**src/rtl/i2cm_pkg.sv**
```systemverilog
package i2cm_pkg;
  localparam int unsigned OFF_CTRL = 'h00;
  localparam int unsigned OFF_STAT = 'h04;
  localparam int unsigned OFF_OWN  = 'h08;
  localparam int unsigned OFF_DATA = 'h0C;
  localparam int unsigned OFF_LINE = 'h10;

  localparam int unsigned CTRL_ACKGEN = 7;
  localparam int unsigned CTRL_IE     = 5;
  localparam int unsigned CTRL_PEND   = 4;
  localparam int unsigned STAT_MST    = 7;
  localparam int unsigned STAT_BUSY   = 5;
  localparam int unsigned STAT_OE     = 4;
  localparam int unsigned STAT_NACK   = 0;

  localparam logic [1:0] MODE_RX = 2'b10;
  localparam logic [1:0] MODE_TX = 2'b11;

  typedef enum logic [2:0] {
    CMD_NONE, CMD_START, CMD_WRITE, CMD_READ, CMD_STOP
  } eng_cmd_e;

  typedef enum logic [2:0] {
    ES_IDLE, ES_START, ES_BITS, ES_STOP, ES_HOLD
  } eng_state_e;
endpackage

```
**src/rtl/i2cm_tick_gen.sv**
```systemverilog
module i2cm_tick_gen #(
  parameter int unsigned DIV = 4
) (
  input  logic clk_i,
  input  logic rst_ni,
  input  logic run_i,
  output logic tick_o
);
  localparam int unsigned CW = (DIV > 1) ? $clog2(DIV) : 1;
  logic [CW-1:0] cnt_q;

  assign tick_o = run_i && (cnt_q == CW'(DIV - 1));

  always_ff @(posedge clk_i or negedge rst_ni) begin
    if (!rst_ni)      cnt_q <= '0;
    else if (!run_i)  cnt_q <= '0;
    else if (tick_o)  cnt_q <= '0;
    else              cnt_q <= cnt_q + 1'b1;
  end
endmodule

```
**src/rtl/i2cm_bit_engine.sv**
```systemverilog
module i2cm_bit_engine import i2cm_pkg::*; #(
  parameter int unsigned QDIV = 4
) (
  input  logic       clk_i,
  input  logic       rst_ni,
  input  eng_cmd_e   cmd_i,
  input  logic [7:0] tx_i,
  input  logic       ack_out_i,
  input  logic       abort_i,
  input  logic       sda_i,
  output logic       ready_o,
  output logic       done_o,
  output logic [7:0] rx_o,
  output logic       nack_o,
  output eng_state_e st_o,
  output logic       scl_o,
  output logic       sda_o
);
  eng_state_e st_q;
  logic [1:0] qtr_q;
  logic [3:0] bit_q;
  logic [7:0] sh_q;
  logic       rd_q, ack_out_q, nack_q, rs_q, tick;
  logic       scl_d, sda_d, bit_sda, last_bit;

  i2cm_tick_gen #(.DIV(QDIV)) u_tick (
    .clk_i (clk_i),
    .rst_ni(rst_ni),
    .run_i (st_q inside {ES_START, ES_BITS, ES_STOP}),
    .tick_o(tick)
  );

  assign ready_o  = (st_q == ES_IDLE) || (st_q == ES_HOLD);
  assign last_bit = (bit_q == 4'd8);
  assign rx_o     = sh_q;
  assign nack_o   = nack_q;
  assign st_o     = st_q;
  assign bit_sda  = last_bit ? (rd_q ? ack_out_q : 1'b1) : (rd_q ? 1'b1 : sh_q[7]);

  always_comb begin
    scl_d = 1'b1;
    sda_d = 1'b1;
    case (st_q)
      ES_HOLD:  scl_d = 1'b0;
      ES_START: begin
        scl_d = (qtr_q == 2'd0) ? !rs_q : (qtr_q != 2'd3);
        sda_d = !qtr_q[1];
      end
      ES_BITS: begin
        scl_d = (qtr_q == 2'd1) || (qtr_q == 2'd2);
        sda_d = bit_sda;
      end
      ES_STOP: begin
        scl_d = (qtr_q != 2'd0);
        sda_d = qtr_q[1];
      end
      default: ;
    endcase
  end

  always_ff @(posedge clk_i or negedge rst_ni) begin
    if (!rst_ni) begin
      st_q      <= ES_IDLE;
      qtr_q     <= '0;
      bit_q     <= '0;
      sh_q      <= '0;
      rd_q      <= 1'b0;
      ack_out_q <= 1'b1;
      nack_q    <= 1'b0;
      rs_q      <= 1'b0;
      done_o    <= 1'b0;
      scl_o     <= 1'b1;
      sda_o     <= 1'b1;
    end else begin
      done_o <= 1'b0;
      scl_o  <= scl_d;
      sda_o  <= sda_d;
      if (abort_i) begin
        st_q  <= ES_IDLE;
        qtr_q <= '0;
      end else begin
        case (st_q)
          ES_IDLE, ES_HOLD: begin
            qtr_q <= '0;
            bit_q <= '0;
            case (cmd_i)
              CMD_START: begin
                st_q <= ES_START; sh_q <= tx_i; rd_q <= 1'b0; rs_q <= (st_q == ES_HOLD);
              end
              CMD_WRITE: begin st_q <= ES_BITS; sh_q <= tx_i; rd_q <= 1'b0; end
              CMD_READ:  begin st_q <= ES_BITS; rd_q <= 1'b1; ack_out_q <= ack_out_i; end
              CMD_STOP:  if (st_q == ES_HOLD) st_q <= ES_STOP;
              default: ;
            endcase
          end
          ES_START: if (tick) begin
            qtr_q <= qtr_q + 1'b1;
            if (qtr_q == 2'd3) begin st_q <= ES_BITS; bit_q <= '0; end
          end
          ES_BITS: if (tick) begin
            qtr_q <= qtr_q + 1'b1;
            if (qtr_q == 2'd2) begin
              if (last_bit)  nack_q <= sda_i;
              else if (rd_q) sh_q   <= {sh_q[6:0], sda_i};
            end
            if (qtr_q == 2'd3) begin
              if (last_bit) begin
                st_q   <= ES_HOLD;
                done_o <= 1'b1;
              end else begin
                bit_q <= bit_q + 1'b1;
                if (!rd_q) sh_q <= {sh_q[6:0], 1'b0};
              end
            end
          end
          ES_STOP: if (tick) begin
            qtr_q <= qtr_q + 1'b1;
            if (qtr_q == 2'd3) st_q <= ES_IDLE;
          end
          default: st_q <= ES_IDLE;
        endcase
      end
    end
  end
endmodule

```
**src/rtl/i2cm_ctrl.sv**
```systemverilog
module i2cm_ctrl import i2cm_pkg::*; #(
  parameter int unsigned QDIV   = 4,
  parameter int unsigned ADDR_W = 5
) (
  input  logic              clk_i,
  input  logic              rst_ni,
  input  logic              sel_i,
  input  logic              we_i,
  input  logic [ADDR_W-1:0] addr_i,
  input  logic [7:0]        wdata_i,
  output logic [7:0]        rdata_o,
  output logic              irq_o,
  output logic              scl_o,
  output logic              sda_o,
  input  logic              sda_i
);
  logic [7:0] con_q, stat_q, ds_q, own_q, line_q;
  logic       irq_q, addr_ph_q, rx_op_q, cmd_ack_q, abort_q;
  logic [7:0] cmd_tx_q;
  eng_cmd_e   cmd_q;
  logic       eng_ready, eng_done, eng_nack;
  logic [7:0] eng_rx;
  eng_state_e eng_st;
  logic       wr;
  logic [1:0] mode;

  assign wr    = sel_i && we_i;
  assign mode  = stat_q[7:6];
  assign irq_o = irq_q;

  i2cm_bit_engine #(.QDIV(QDIV)) u_eng (
    .clk_i    (clk_i),
    .rst_ni   (rst_ni),
    .cmd_i    (cmd_q),
    .tx_i     (cmd_tx_q),
    .ack_out_i(cmd_ack_q),
    .abort_i  (abort_q),
    .sda_i    (sda_i),
    .ready_o  (eng_ready),
    .done_o   (eng_done),
    .rx_o     (eng_rx),
    .nack_o   (eng_nack),
    .st_o     (eng_st),
    .scl_o    (scl_o),
    .sda_o    (sda_o)
  );

  always_comb begin
    rdata_o = 8'h00;
    if (addr_i == ADDR_W'(OFF_CTRL))      rdata_o = con_q;
    else if (addr_i == ADDR_W'(OFF_STAT)) rdata_o = stat_q;
    else if (addr_i == ADDR_W'(OFF_OWN))  rdata_o = own_q;
    else if (addr_i == ADDR_W'(OFF_DATA)) rdata_o = ds_q;
    else if (addr_i == ADDR_W'(OFF_LINE)) rdata_o = line_q;
  end

  always_ff @(posedge clk_i or negedge rst_ni) begin
    if (!rst_ni) begin
      con_q     <= 8'h00;
      stat_q    <= 8'h00;
      ds_q      <= 8'hFF;
      own_q     <= 8'hFF;
      line_q    <= 8'h00;
      irq_q     <= 1'b0;
      addr_ph_q <= 1'b0;
      rx_op_q   <= 1'b0;
      cmd_q     <= CMD_NONE;
      cmd_tx_q  <= 8'h00;
      cmd_ack_q <= 1'b1;
      abort_q   <= 1'b0;
    end else begin
      cmd_q   <= CMD_NONE;
      abort_q <= 1'b0;
      if (wr) begin
        if (addr_i == ADDR_W'(OFF_CTRL)) begin
          con_q <= {wdata_i[7:5], con_q[CTRL_PEND], wdata_i[3:0]};
          if (con_q[CTRL_PEND] && !wdata_i[CTRL_PEND]) begin
            con_q[CTRL_PEND] <= 1'b0;
            irq_q            <= 1'b0;
            if (!wdata_i[CTRL_IE]) begin
              stat_q[STAT_BUSY] <= 1'b0;
            end else if (stat_q[STAT_BUSY]) begin
              if (mode == MODE_TX) begin
                cmd_q <= CMD_WRITE; cmd_tx_q <= ds_q; rx_op_q <= 1'b0;
              end else if (mode == MODE_RX) begin
                cmd_q <= CMD_READ; cmd_ack_q <= !wdata_i[CTRL_ACKGEN]; rx_op_q <= 1'b1;
              end
            end
          end
        end else if (addr_i == ADDR_W'(OFF_STAT)) begin
          stat_q <= {wdata_i[7:6], stat_q[STAT_BUSY], wdata_i[4:0]};
          if (!wdata_i[STAT_OE]) begin
            stat_q[STAT_BUSY] <= 1'b0;
            irq_q             <= 1'b0;
            abort_q           <= 1'b1;
          end else if (wdata_i[STAT_MST]) begin
            if (wdata_i[STAT_BUSY]) begin
              stat_q[STAT_NACK] <= 1'b0;
              stat_q[STAT_BUSY] <= 1'b1;
              cmd_q             <= CMD_START;
              cmd_tx_q          <= ds_q;
              addr_ph_q         <= 1'b1;
              rx_op_q           <= 1'b0;
            end else begin
              cmd_q <= CMD_STOP;
              if (!con_q[CTRL_PEND]) stat_q[STAT_BUSY] <= 1'b0;
            end
          end
        end else if (addr_i == ADDR_W'(OFF_OWN)) begin
          if (!stat_q[STAT_OE]) own_q <= wdata_i;
        end else if (addr_i == ADDR_W'(OFF_DATA)) begin
          if (stat_q[STAT_OE]) ds_q <= wdata_i;
        end else if (addr_i == ADDR_W'(OFF_LINE)) begin
          line_q <= wdata_i;
        end
      end
      if (eng_done) begin
        if (addr_ph_q && !(eng_nack && con_q[CTRL_ACKGEN]) && mode == MODE_RX) begin
          // acked read address: chain the first data byte without an interrupt
          addr_ph_q <= 1'b0;
          cmd_q     <= CMD_READ;
          cmd_ack_q <= !con_q[CTRL_ACKGEN];
          rx_op_q   <= 1'b1;
        end else begin
          addr_ph_q <= 1'b0;
          if (rx_op_q) begin
            ds_q              <= eng_rx;
            stat_q[STAT_NACK] <= 1'b0;
          end else begin
            stat_q[STAT_NACK] <= eng_nack && con_q[CTRL_ACKGEN];
          end
          if (con_q[CTRL_IE]) begin
            con_q[CTRL_PEND] <= 1'b1;
            irq_q            <= 1'b1;
          end
        end
      end
    end
  end
endmodule

```
**config.mk**
```make
export PLATFORM = sky130hd
export DESIGN_NAME = i2cm_ctrl
export DESIGN_NICKNAME = d
export VERILOG_FILES = /design/src/rtl/i2cm_pkg.sv /design/src/rtl/i2cm_tick_gen.sv /design/src/rtl/i2cm_bit_engine.sv /design/src/rtl/i2cm_ctrl.sv
export SDC_FILE = /design/constraint.sdc
export NUM_CORES = 1
export LEC_CHECK = 0
export ABC_AREA = 1
export BUFFER_PORTS_ARGS = -buffer_cell sky130_fd_sc_hd__buf_2
export CORE_ASPECT_RATIO = 1.75
export CORE_MARGIN = 2
export CORE_UTILIZATION = 35
export CTS_CLUSTER_SIZE = 16
export DETAILED_ROUTE_END_ITERATION = 10
export PLACE_DENSITY_LB_ADDON = 0.3
export REMOVE_ABC_BUFFERS = 1
export SYNTH_ARGS = -nofsm -noshare
export SYNTH_HDL_FRONTEND = slang
export SYNTH_SLANG_ARGS = --single-unit
```
**constraint.sdc**
```tcl
create_clock -name clk_i -period 1.6 [get_ports clk_i]
set_input_delay 0.24 -clock clk_i [delete_from_list [all_inputs] [get_ports clk_i]]
set_output_delay 0.24 -clock clk_i [all_outputs]
set_load 0.02 [all_outputs]
```
==> flow_summary.json, run 1 <==
{
  "n_fill_cell": 1259,
  "cp_data_arrival_time_ps": 1360,
  "fin_ws_ps": -3.276,
  "grt_max_degree": 42,
  "final_common_cell": "nand2_1",
  "die_height_um": 153.4,
  "die_w_um": 89.40,
  "syn_area_um2": 4467,
  "synthCells": 566,
  "area_growth_pct": 24.34,
  "start_util_pct": 35.93,
  "io_pins": 29,
  "drtAntennaViolNets": 0,
  "fin_area_um2": 5554,
  "worstPathCellList": "buf_2, nor2_8, nand3_2, o21ai_1, a21oi_1, nand3_1, buf_6",
  "antenna_found_initial": 0,
  "synth_compound_area_share_pct": 13.03,
  "synthAdderAreaFrac_pct": 1.681,
  "drv_slew": 0,
  "cts_max_path_buffers": 2,
  "clkPwrFrac_pct": 31.8,
  "drtPass1Iterations": 5,
  "rsz0062_at_grt": "true",
  "finalHoldViolCount": 0,
  "min_period_ps": 1603,
  "hold_class": "input pin to flip-flop",
  "power_density_nw_per_um2": 1231,
  "synth_edf_count": 0,
  "cp-start-kind": "input pin",
  "dieArea_um2": 13720,
  "required_ps": 1360,
  "instances_no_fill": 807,
  "synth-xor-area-share_pct": 0.3922,
  "ir_worst_vdd_mv": 0.8926,
  "layout-drive-gt1-share_pct": 27.86,
  "ys_warn_count": 0,
  "slew_headroom_pct": 76.57,
  "ys_async_sr_fraction_pct": 100.0,
  "violations": "negative setup slack",
  "port_buffers": 28,
  "place_congestion": 0.9171,
  "timing.critical_path.slowest_cell_delay_ps": 260,
  "cts_tree": "yes",
  "crit_start": "addr_i[1]",
  "placed_area_um2": 5039,
  "drc": 0,
  "worstSetupPathType": "input pin to primary output",
  "totalWireLength_um": 11630,
  "ys.flop_type": "dfrtp_1",
  "grt_pass1_vias": 3908,
  "finalClockSkew_ps": 8.241,
  "cts.clk_slew.worst_paths_ps": 70,
  "final_cell_mix": "nand2_1 (149), inv_1 (60), dfrtp_1 (60)",
  "outcome": "finished, violations left",
  "timing.rr.start": "u_eng.st_o[2]$_DFFE_PN0P_",
  "final_util_pct": 44.68,
  "wl_per_cell_um": 14.41,
  "whs_ps": 151.6,
  "vias": 3944,
  "numPlacedInstances": 781,
  "fmax_ghz": 0.6237,
  "net-switching-power_uw": 2425,
  "insertion_delay_ps": 340,
  "slowest_stage": "nand3_2",
  "row_count": 54,
  "ys_ff_latch": 82,
  "min_from": "wdata_i[3]",
  "intPower_uw": 4410,
  "core_um2": 12430,
  "cpLargestDelayFamily": "simple AND/OR/NAND/NOR gates",
  "finalCritPeriodShare_pct": 100.2,
  "synth-simple-area-share_pct": 30.34,
  "numCtsBuffers": 9,
  "power_frac_seq_pct": 39.2,
  "htreeDepth": 3,
  "netSwitchingFraction_pct": 35.48,
  "grt_pass1_wl_um": 18950,
  "worstSetupEndpointType": "primary output",
  "antenna_cells": 0,
  "yosysUniqueCellTypes": 40,
  "synth_top_family_by_area": "simple AND/OR/NAND/NOR gates",
  "finalSetupViolCount": 1,
  "worst-path-max-fanout": 9,
  "cts_root_buffer": "clkbuf_16",
  "path_buf_inv": 2,
  "synthMuxAreaShare_pct": 0,
  "clock_sinks": 82,
  "tightest_slew_ps": 350.6,
  "synth_area_per_cell_um2": 7.892,
  "grt_usage_pct": 18.08,
  "via_per_inst": 4.887,
  "gr-total-overflow": 0,
  "dp_hpwl_um": 8973,
  "nNetsFinal": 658,
  "power.leakage_uw": 0.002716,
  "maxCapViolCount": 0,
  "tns_ps": -3.276,
  "ys_seq_area_share_pct": 46.50,
  "p_comb_share_pct": 28.9,
  "drtIter0Drc": 188
}
power groups by stage:
stage,sequential [uW],combinational [uW],clock (uW)
floorplan,2670,1260,0
global placement,2690,1820,0
detailed placement,2690,1890,0
CTS,2670,1920,2200
global route,2720,2210,2300
finish,2680,1980,2180
flip-flops by register name (all words and copies together), names as in the netlist, 2 cells and up:
signal	count
u_eng.u_tick.cnt_q	2
con_q	8
cmd_q	3
ds_q	8
cmd_tx_q	8
stat_q	8
own_q	8
line_q	8
u_eng.qtr_q	2
u_eng.rx_o	8
u_eng.bit_q	4
u_eng.st_o	3
Yosys cell counts (all sizes together) (4+ instances only):
cell / instances / share of area [%]
nand2: 160 / 14
dfstp: 20 / 12
o21ai: 56 / 6.9
a21oi: 39 / 4.7
dfrtp: 62 / 35
nand3: 54 / 7.0
nor2: 54 / 6.4
nand4: 9 / 1.3
or2: 6 / 0.84
o211ai: 4 / 0.67
inv: 74 / 6.3
buf: 8 / 1.3
ha: 6 / 1.7
final timing paths:
check / depth (start not counted) / slack, ps / end
min in group asynchronous: 2 / 340 / stat_q[5]$_DFFE_PN0P_
max in group asynchronous: 3 / 690 / ds_q[2]$_DFF_PN1_
max reg2reg: 10 / 130 / u_eng.bit_q[2]$_DFFE_PN0P_
min reg2reg: 1 / 450 / u_eng.u_tick.cnt_q[0]$_DFF_PN0_
min: 3 / 150 / ds_q[3]$_DFF_PN1_
max: 7 / -3 / rdata_o[5]
routing by layer:
layer | vias up | routed length (um) | track usage [%]
met5 | - | 0 | 0
li1 | 1966 | - | -
met3 | 37 | 312 | 2.646
met4 | 0 | 591 | 9.311
met1 | 1854 | 4394 | 20.02
met2 | 87 | 6330 | 32.13
cell type report:
class / count / area (um^2) / area share, %
clock buffer: 9 / 225.2 / 4.055
timing repair buffer: 68 / 555.5 / 10.00
sequential: 82 / 2079 / 37.44
multi-input combinational: 397 / 2100 / 37.80
inverter: 76 / 299.0 / 5.384
clock inverter: 7 / 85.08 / 1.532
tap: 168 / 210.2 / 3.785
stage by stage:
stage	power [uW]	setup WS [ps]
2_1_floorplan	3932	9.302
3_3_place_gp	4510	44.76
3_5_place_dp	4588	13.42
4_1_cts	6786	-8.386
5_1_grt	7227	-77.94
6_report	6836	-3.276
what timing repair did:
item                                    in CTS  in global routing
hold endpoints to repair                    16                  0
hold buffers                                 1                  0
setup buffers                                2                  7
gates resized for setup                     26                 26
gates cloned                                 0                  0
endpoints found under the setup margin       8                 26
pin swaps                                    8                  9
logic make-up after synthesis:
| logic type | Yosys count |
|---|---|
| AOI/OAI and AO/OA | 103 |
| buffers and inverters | 87 |
| adders and majority gates | 6 |
| and+or+nand+nor | 286 |
| xor gates and xnor gates | 2 |
| DFF | 82 |
worst reg2reg max path: cells and delay by family (launching register included):
family	cells	cell delay [ps]
buffers and inverters	2	270
and+or+nand+nor	8	690
DFF	1	450
Power figures use the tool's default switching activity.
==> run 2: changes to the inputs <==
CORE_MARGIN = unset   (was 2)
==> run 2 against run 1 <==
  * The run now ends clean
  * Flip-flop and latch count stayed put
  * Maximum frequency is 0.42% higher
  * Final cell count is 0.25% higher
  * Worst setup slack better by 6.6 ps
==> flow_summary.json, run 2 (synthesis results as in run 1) <==
{
  "final_common_cell": "nand2_1",
  "dieArea_um2": 13240,
  "min_to": "ds_q[1]$_DFF_PN1_",
  "power_density_nw_per_um2": 1232,
  "antenna_found_initial": 0,
  "dp_hpwl_um": 8933,
  "r2r_setup_slack_ps": 80,
  "cts_root_buffer": "clkbuf_16",
  "hold_depth": 3,
  "place_congestion": 0.8941,
  "cp-start-kind": "flip-flop",
  "layout-drive-gt1-share_pct": 27.30,
  "ir_worst_vdd_mv": 0.6374,
  "worst-path-max-fanout": 3,
  "row_count": 54,
  "drtIter0Drc": 215,
  "antenna_cells": 0,
  "power_frac_seq_pct": 38.9,
  "drv_slew": 0,
  "grt_max_degree": 45,
  "start_util_pct": 35.93,
  "vias": 4009,
  "die_height_um": 151.4,
  "min_from": "wdata_i[1]",
  "n_fill_cell": 1312,
  "die_w_um": 87.40,
  "finalCritPeriodShare_pct": 99.79,
  "insertion_delay_ps": 340,
  "clkPwrFrac_pct": 31.2,
  "rsz0062_at_grt": "true",
  "outcome": "finished, final reports clean",
  "reg2reg_to": "u_eng.rx_o[4]$_DFFE_PN0P_",
  "worstSetupPathType": "flip-flop to primary output",
  "p_comb_share_pct": 29.9,
  "grt_usage_pct": 19.51,
  "wl_per_cell_um": 14.62,
  "power_uw": 6873,
  "nNetsFinal": 660,
  "instances_no_fill": 809,
  "grt_pass1_vias": 4013,
  "netSwitchingFraction_pct": 33.98,
  "reg2regPathDepth": 8,
  "power.leakage_uw": 0.002729,
  "drt-met1-wl_um": 4459,
  "gr-total-overflow": 0,
  "net-switching-power_uw": 2335,
  "via_per_inst": 4.956,
  "min_period_ps": 1597,
  "area_growth_pct": 24.87,
  "required_ps": 1360,
  "numPlacedInstances": 781,
  "wl_met3_um": 311,
  "port_buffers": 28,
  "finalHoldViolCount": 0,
  "grt_pass1_wl_um": 19200,
  "fmax_ghz": 0.6263,
  "htreeDepth": 3,
  "whs_ps": 144.2,
  "intPower_uw": 4537,
  "timing.rr.start": "u_eng.st_o[2]$_DFFE_PN0P_",
  "final_cell_mix": "nand2_1 (149), inv_1 (61), dfrtp_1 (59)",
  "drtAntennaViolNets": 0,
  "hold_class": "input pin to flip-flop",
  "maxCapViolCount": 0,
  "slew_headroom_pct": 80.00,
  "totalWireLength_um": 11830,
  "highest_layer": "met4",
  "worstSetupEndpointType": "primary output",
  "cp_data_arrival_time_ps": 1360,
  "finalSetupViolCount": 0,
  "io_pins": 29,
  "wl_met2_um": 6518,
  "core_um2": 12430,
  "drtPass1Iterations": 4,
  "tightest_slew_ps": 300.1,
  "clock_sinks": 82,
  "cts_tree": "yes",
  "finalClockSkew_ps": 6.408,
  "cts.clk_slew.worst_paths_ps": 60,
  "cts_max_path_buffers": 2,
  "drc": 0,
  "numCtsBuffers": 9
}
[run 2: area by class of cell]
cell class | count | area, um^2 | area share, %
multi-input cells | 397 | 2090 | 37.46
repair buffers | 70 | 591.8 | 10.61
inverters | 76 | 299.0 | 5.361
flip-flops and latches | 82 | 2081 | 37.30
well taps | 168 | 210.2 | 3.769
clock buffers | 13 | 260.3 | 4.666
clock inverters | 3 | 46.29 | 0.8300
[run 2: through the flow]
stage / util [%] / cell area, um^2 / TNS (ps) / setup WS, ps
2_1_floorplan: - / 4398 / 0 / 9.302
6_report: 44.87 / 5578 / 0 / 3.356
3_5_place_dp: 40.63 / 5051 / 0 / 19.87
5_1_grt: 44.87 / 5578 / -204.0 / -46.71
3_3_place_gp: 40.63 / 5051 / 0 / 30.11
4_1_cts: 43.59 / 5419 / -23.27 / -19.07
[run 2: power by group through the flow]
stage / registers, uW / clock network [uW] / logic (uW)
after global routing: 2710 / 2260 / 2300
after floorplan: 2670 / 0 / 1260
after global placement: 2690 / 0 / 1840
after detailed placement: 2690 / 0 / 1890
after CTS: 2670 / 2170 / 1940
final: 2670 / 2150 / 2050
[run 2: how the worst max path moves through the flow]
| stage | from | end | slack, ps |
|---|---|---|---|
| detailed placement | cmd_q[2]$_DFF_PN0_ | u_eng.rx_o[2]$_DFFE_PN0P_ | 20 |
| CTS | ds_q[5]$_DFF_PN1_ | rdata_o[5] | -20 |
| global route | ds_q[0]$_DFF_PN1_ | rdata_o[0] | -50 |
| floorplan | u_eng.st_o[2]$_DFFE_PN0P_ | u_eng.rx_o[2]$_DFFE_PN0P_ | 9 |
| finish | ds_q[5]$_DFF_PN1_ | rdata_o[5] | 3 |
| global placement | addr_i[1] | rdata_o[0] | 30 |
[run 2: what timing repair did]
| item | CTS | global route |
|---|---|---|
| pin swaps | 7 | 8 |
| endpoints found under the hold margin | 15 | 0 |
| endpoints found under the setup margin | 10 | 27 |
| buffers inserted | 1 | 10 |
| gates resized for setup | 24 | 26 |
| cloned | 0 | 0 |
| hold buffers | 1 | 0 |
[run 2: worst max-delay path, stage by stage, from the launching register on]
cell and delay (ps):
dfstp_2 540, inv_4 50, o21ai_2 140, a21oi_2 60, nand3_1 100, buf_6 120
[run 2: layer usage]
layer  global-route usage, %  vias up
li1                        -     1968
met1                   19.87     1925
met2                   36.29       84
met3                   3.542       32
met4                   11.31        0
met5                       0        -
==> run 3: changes to the inputs <==
CORE_UTILIZATION = 27   (was 35)
PLACE_DENSITY = 0.47   (was unset)
PLACE_DENSITY_LB_ADDON = unset   (was 0.3)
==> run 3 against run 2 <==
  * Maximum frequency increased by 1.8%
  * Non-clock buffer count increased by 10
  * Clock skew increased by 1.2 ps
  * Highest routed layer unchanged
  * Critical path depth unchanged
  * Via count decreased by 1.6%
  * Flip-flop and latch count unchanged
  * Cell area increased by 2.9%
==> flow_summary.json, run 3 (synthesis results as in run 1) <==
{
  "rsz0062_at_grt": "true",
  "via_per_inst": 4.696,
  "hold_class": "input pin to flip-flop",
  "outcome": "finished, final reports clean",
  "worstSetupEndpointType": "primary output",
  "power_density_nw_per_um2": 1199,
  "io_pins": 29,
  "drv_slew": 0,
  "layout-drive-gt1-share_pct": 30.57,
  "vias": 3945,
  "finalHoldViolCount": 0,
  "min_period_ps": 1568,
  "numPlacedInstances": 816,
  "ir_worst_vdd_mv": 0.5530,
  "power.leakage_uw": 0.002811,
  "antenna_found_initial": 0,
  "final_common_cell": "nand2_1",
  "final_cell_mix": "nand2_1 (147), inv_1 (60), dfrtp_1 (59)",
  "die_w_um": 99.23,
  "instances_no_fill": 840,
  "grt_pass1_vias": 4066,
  "gr-total-overflow": 0,
  "clock_sinks": 82,
  "core_um2": 16030,
  "drtAntennaViolNets": 0,
  "drc": 0,
  "insertion_delay_ps": 360,
  "worst-path-max-fanout": 3,
  "nNetsFinal": 670,
  "fin_ws_ps": 32.08,
  "area_growth_pct": 28.49,
  "dp_hpwl_um": 9634,
  "cts_root_buffer": "clkbuf_16",
  "drtIter0Drc": 123,
  "die_height_um": 172.2,
  "finalClockSkew_ps": 7.582,
  "start_util_pct": 27.87,
  "grt_max_degree": 32,
  "cp_data_arrival_time_ps": 1330,
  "slew_headroom_pct": 69.56,
  "drtPass1Iterations": 4,
  "fmax_ghz": 0.6378,
  "antenna_cells": 0,
  "tightest_slew_ps": 456.6,
  "numCtsBuffers": 9,
  "worstSetupPathType": "flip-flop to primary output",
  "finalCritPeriodShare_pct": 97.99,
  "whs_ps": 133.8,
  "place_congestion": 0.8550,
  "grt_pass1_wl_um": 20400,
  "cp-start-kind": "flip-flop",
  "row_count": 61,
  "dieArea_um2": 17080,
  "finalSetupViolCount": 0,
  "cts.clk_slew.worst_paths_ps": 70,
  "totalWireLength_um": 12340,
  "final_util_pct": 35.81,
  "required_ps": 1360,
  "grt_usage_pct": 15.82,
  "htreeDepth": 3,
  "dp_slack_ps": -7.106,
  "port_buffers": 28,
  "cts_tree": "yes",
  "wl_per_cell_um": 14.68,
  "maxCapViolCount": 0,
  "cts_max_path_buffers": 2
}
[run 3: path summary, 6_finish.rpt]
kind,cells after the start,slack [ps],end,start
worst max-delay path,5,30,rdata_o[2],ds_q[2]$_DFF_PN1_
worst min-delay path,3,130,ds_q[3]$_DFF_PN1_,wdata_i[3]
worst max register to register,12,70,u_eng.bit_q[2]$_DFFE_PN0P_,u_eng.st_o[2]$_DFFE_PN0P_
worst min register to register,1,450,u_eng.u_tick.cnt_q[0]$_DFF_PN0_,u_eng.u_tick.cnt_q[0]$_DFF_PN0_
max in group asynchronous,3,650,own_q[0]$_DFFE_PN1P_,rst_ni
min in group asynchronous,2,380,u_eng.st_o[2]$_DFFE_PN0P_,rst_ni
[run 3: stage by stage]
step                setup TNS, ps  area [um^2]  power, uW
floorplan                       0         4398       3932
global placement                0         5195       4670
global route               -151.7         5739       7353
CTS                        -26.93         5573       6836
finish                          0         5739       6881
detailed placement         -7.106         5195       4695
[run 3: area by class of cell]
class | count | area [um^2]
fill | 1686 | 10290
clock inverter | 7 | 70.07
sequential | 82 | 2081
clock buffer | 9 | 225.2
inverter | 76 | 296.5
multi-input combinational | 397 | 2145
tap | 189 | 236.5
timing repair buffer | 80 | 685.7
[run 3: per-layer routing]
metal	track usage, %	routed length, um	share of wire (%)
met5	0	0	0
met4	7.737	393	3.2
met3	2.910	392	3.2
met2	29.92	6753	55
met1	16.58	4795	39
[run 3: power breakdown]
group / switching, uW / total (uW) / leakage, uW / internal, uW
combinational: 1290 / 2150 / 0.00166 / 864
clock: 974 / 2070 / 0.000142 / 1100
sequential: 219 / 2660 / 0.00100 / 2440
total: 2480 / 6880 / 0.00281 / 4400
[run 3: what timing repair did]
action / 4_1_cts / 5_1_grt
setup buffers: 0 / 7
resized for setup: 36 / 29
pin swaps: 8 / 19
hold buffers: 1 / 0
endpoints found under the hold margin: 22 / 0
endpoints found under the setup margin: 11 / 22
[run 3: critical path, stage by stage, from the launching register on]
cell	delay, ps
dfstp_2	530
inv_2	60
o21ai_2	120
a21oi_1	60
nand3_1	70
buf_4	140
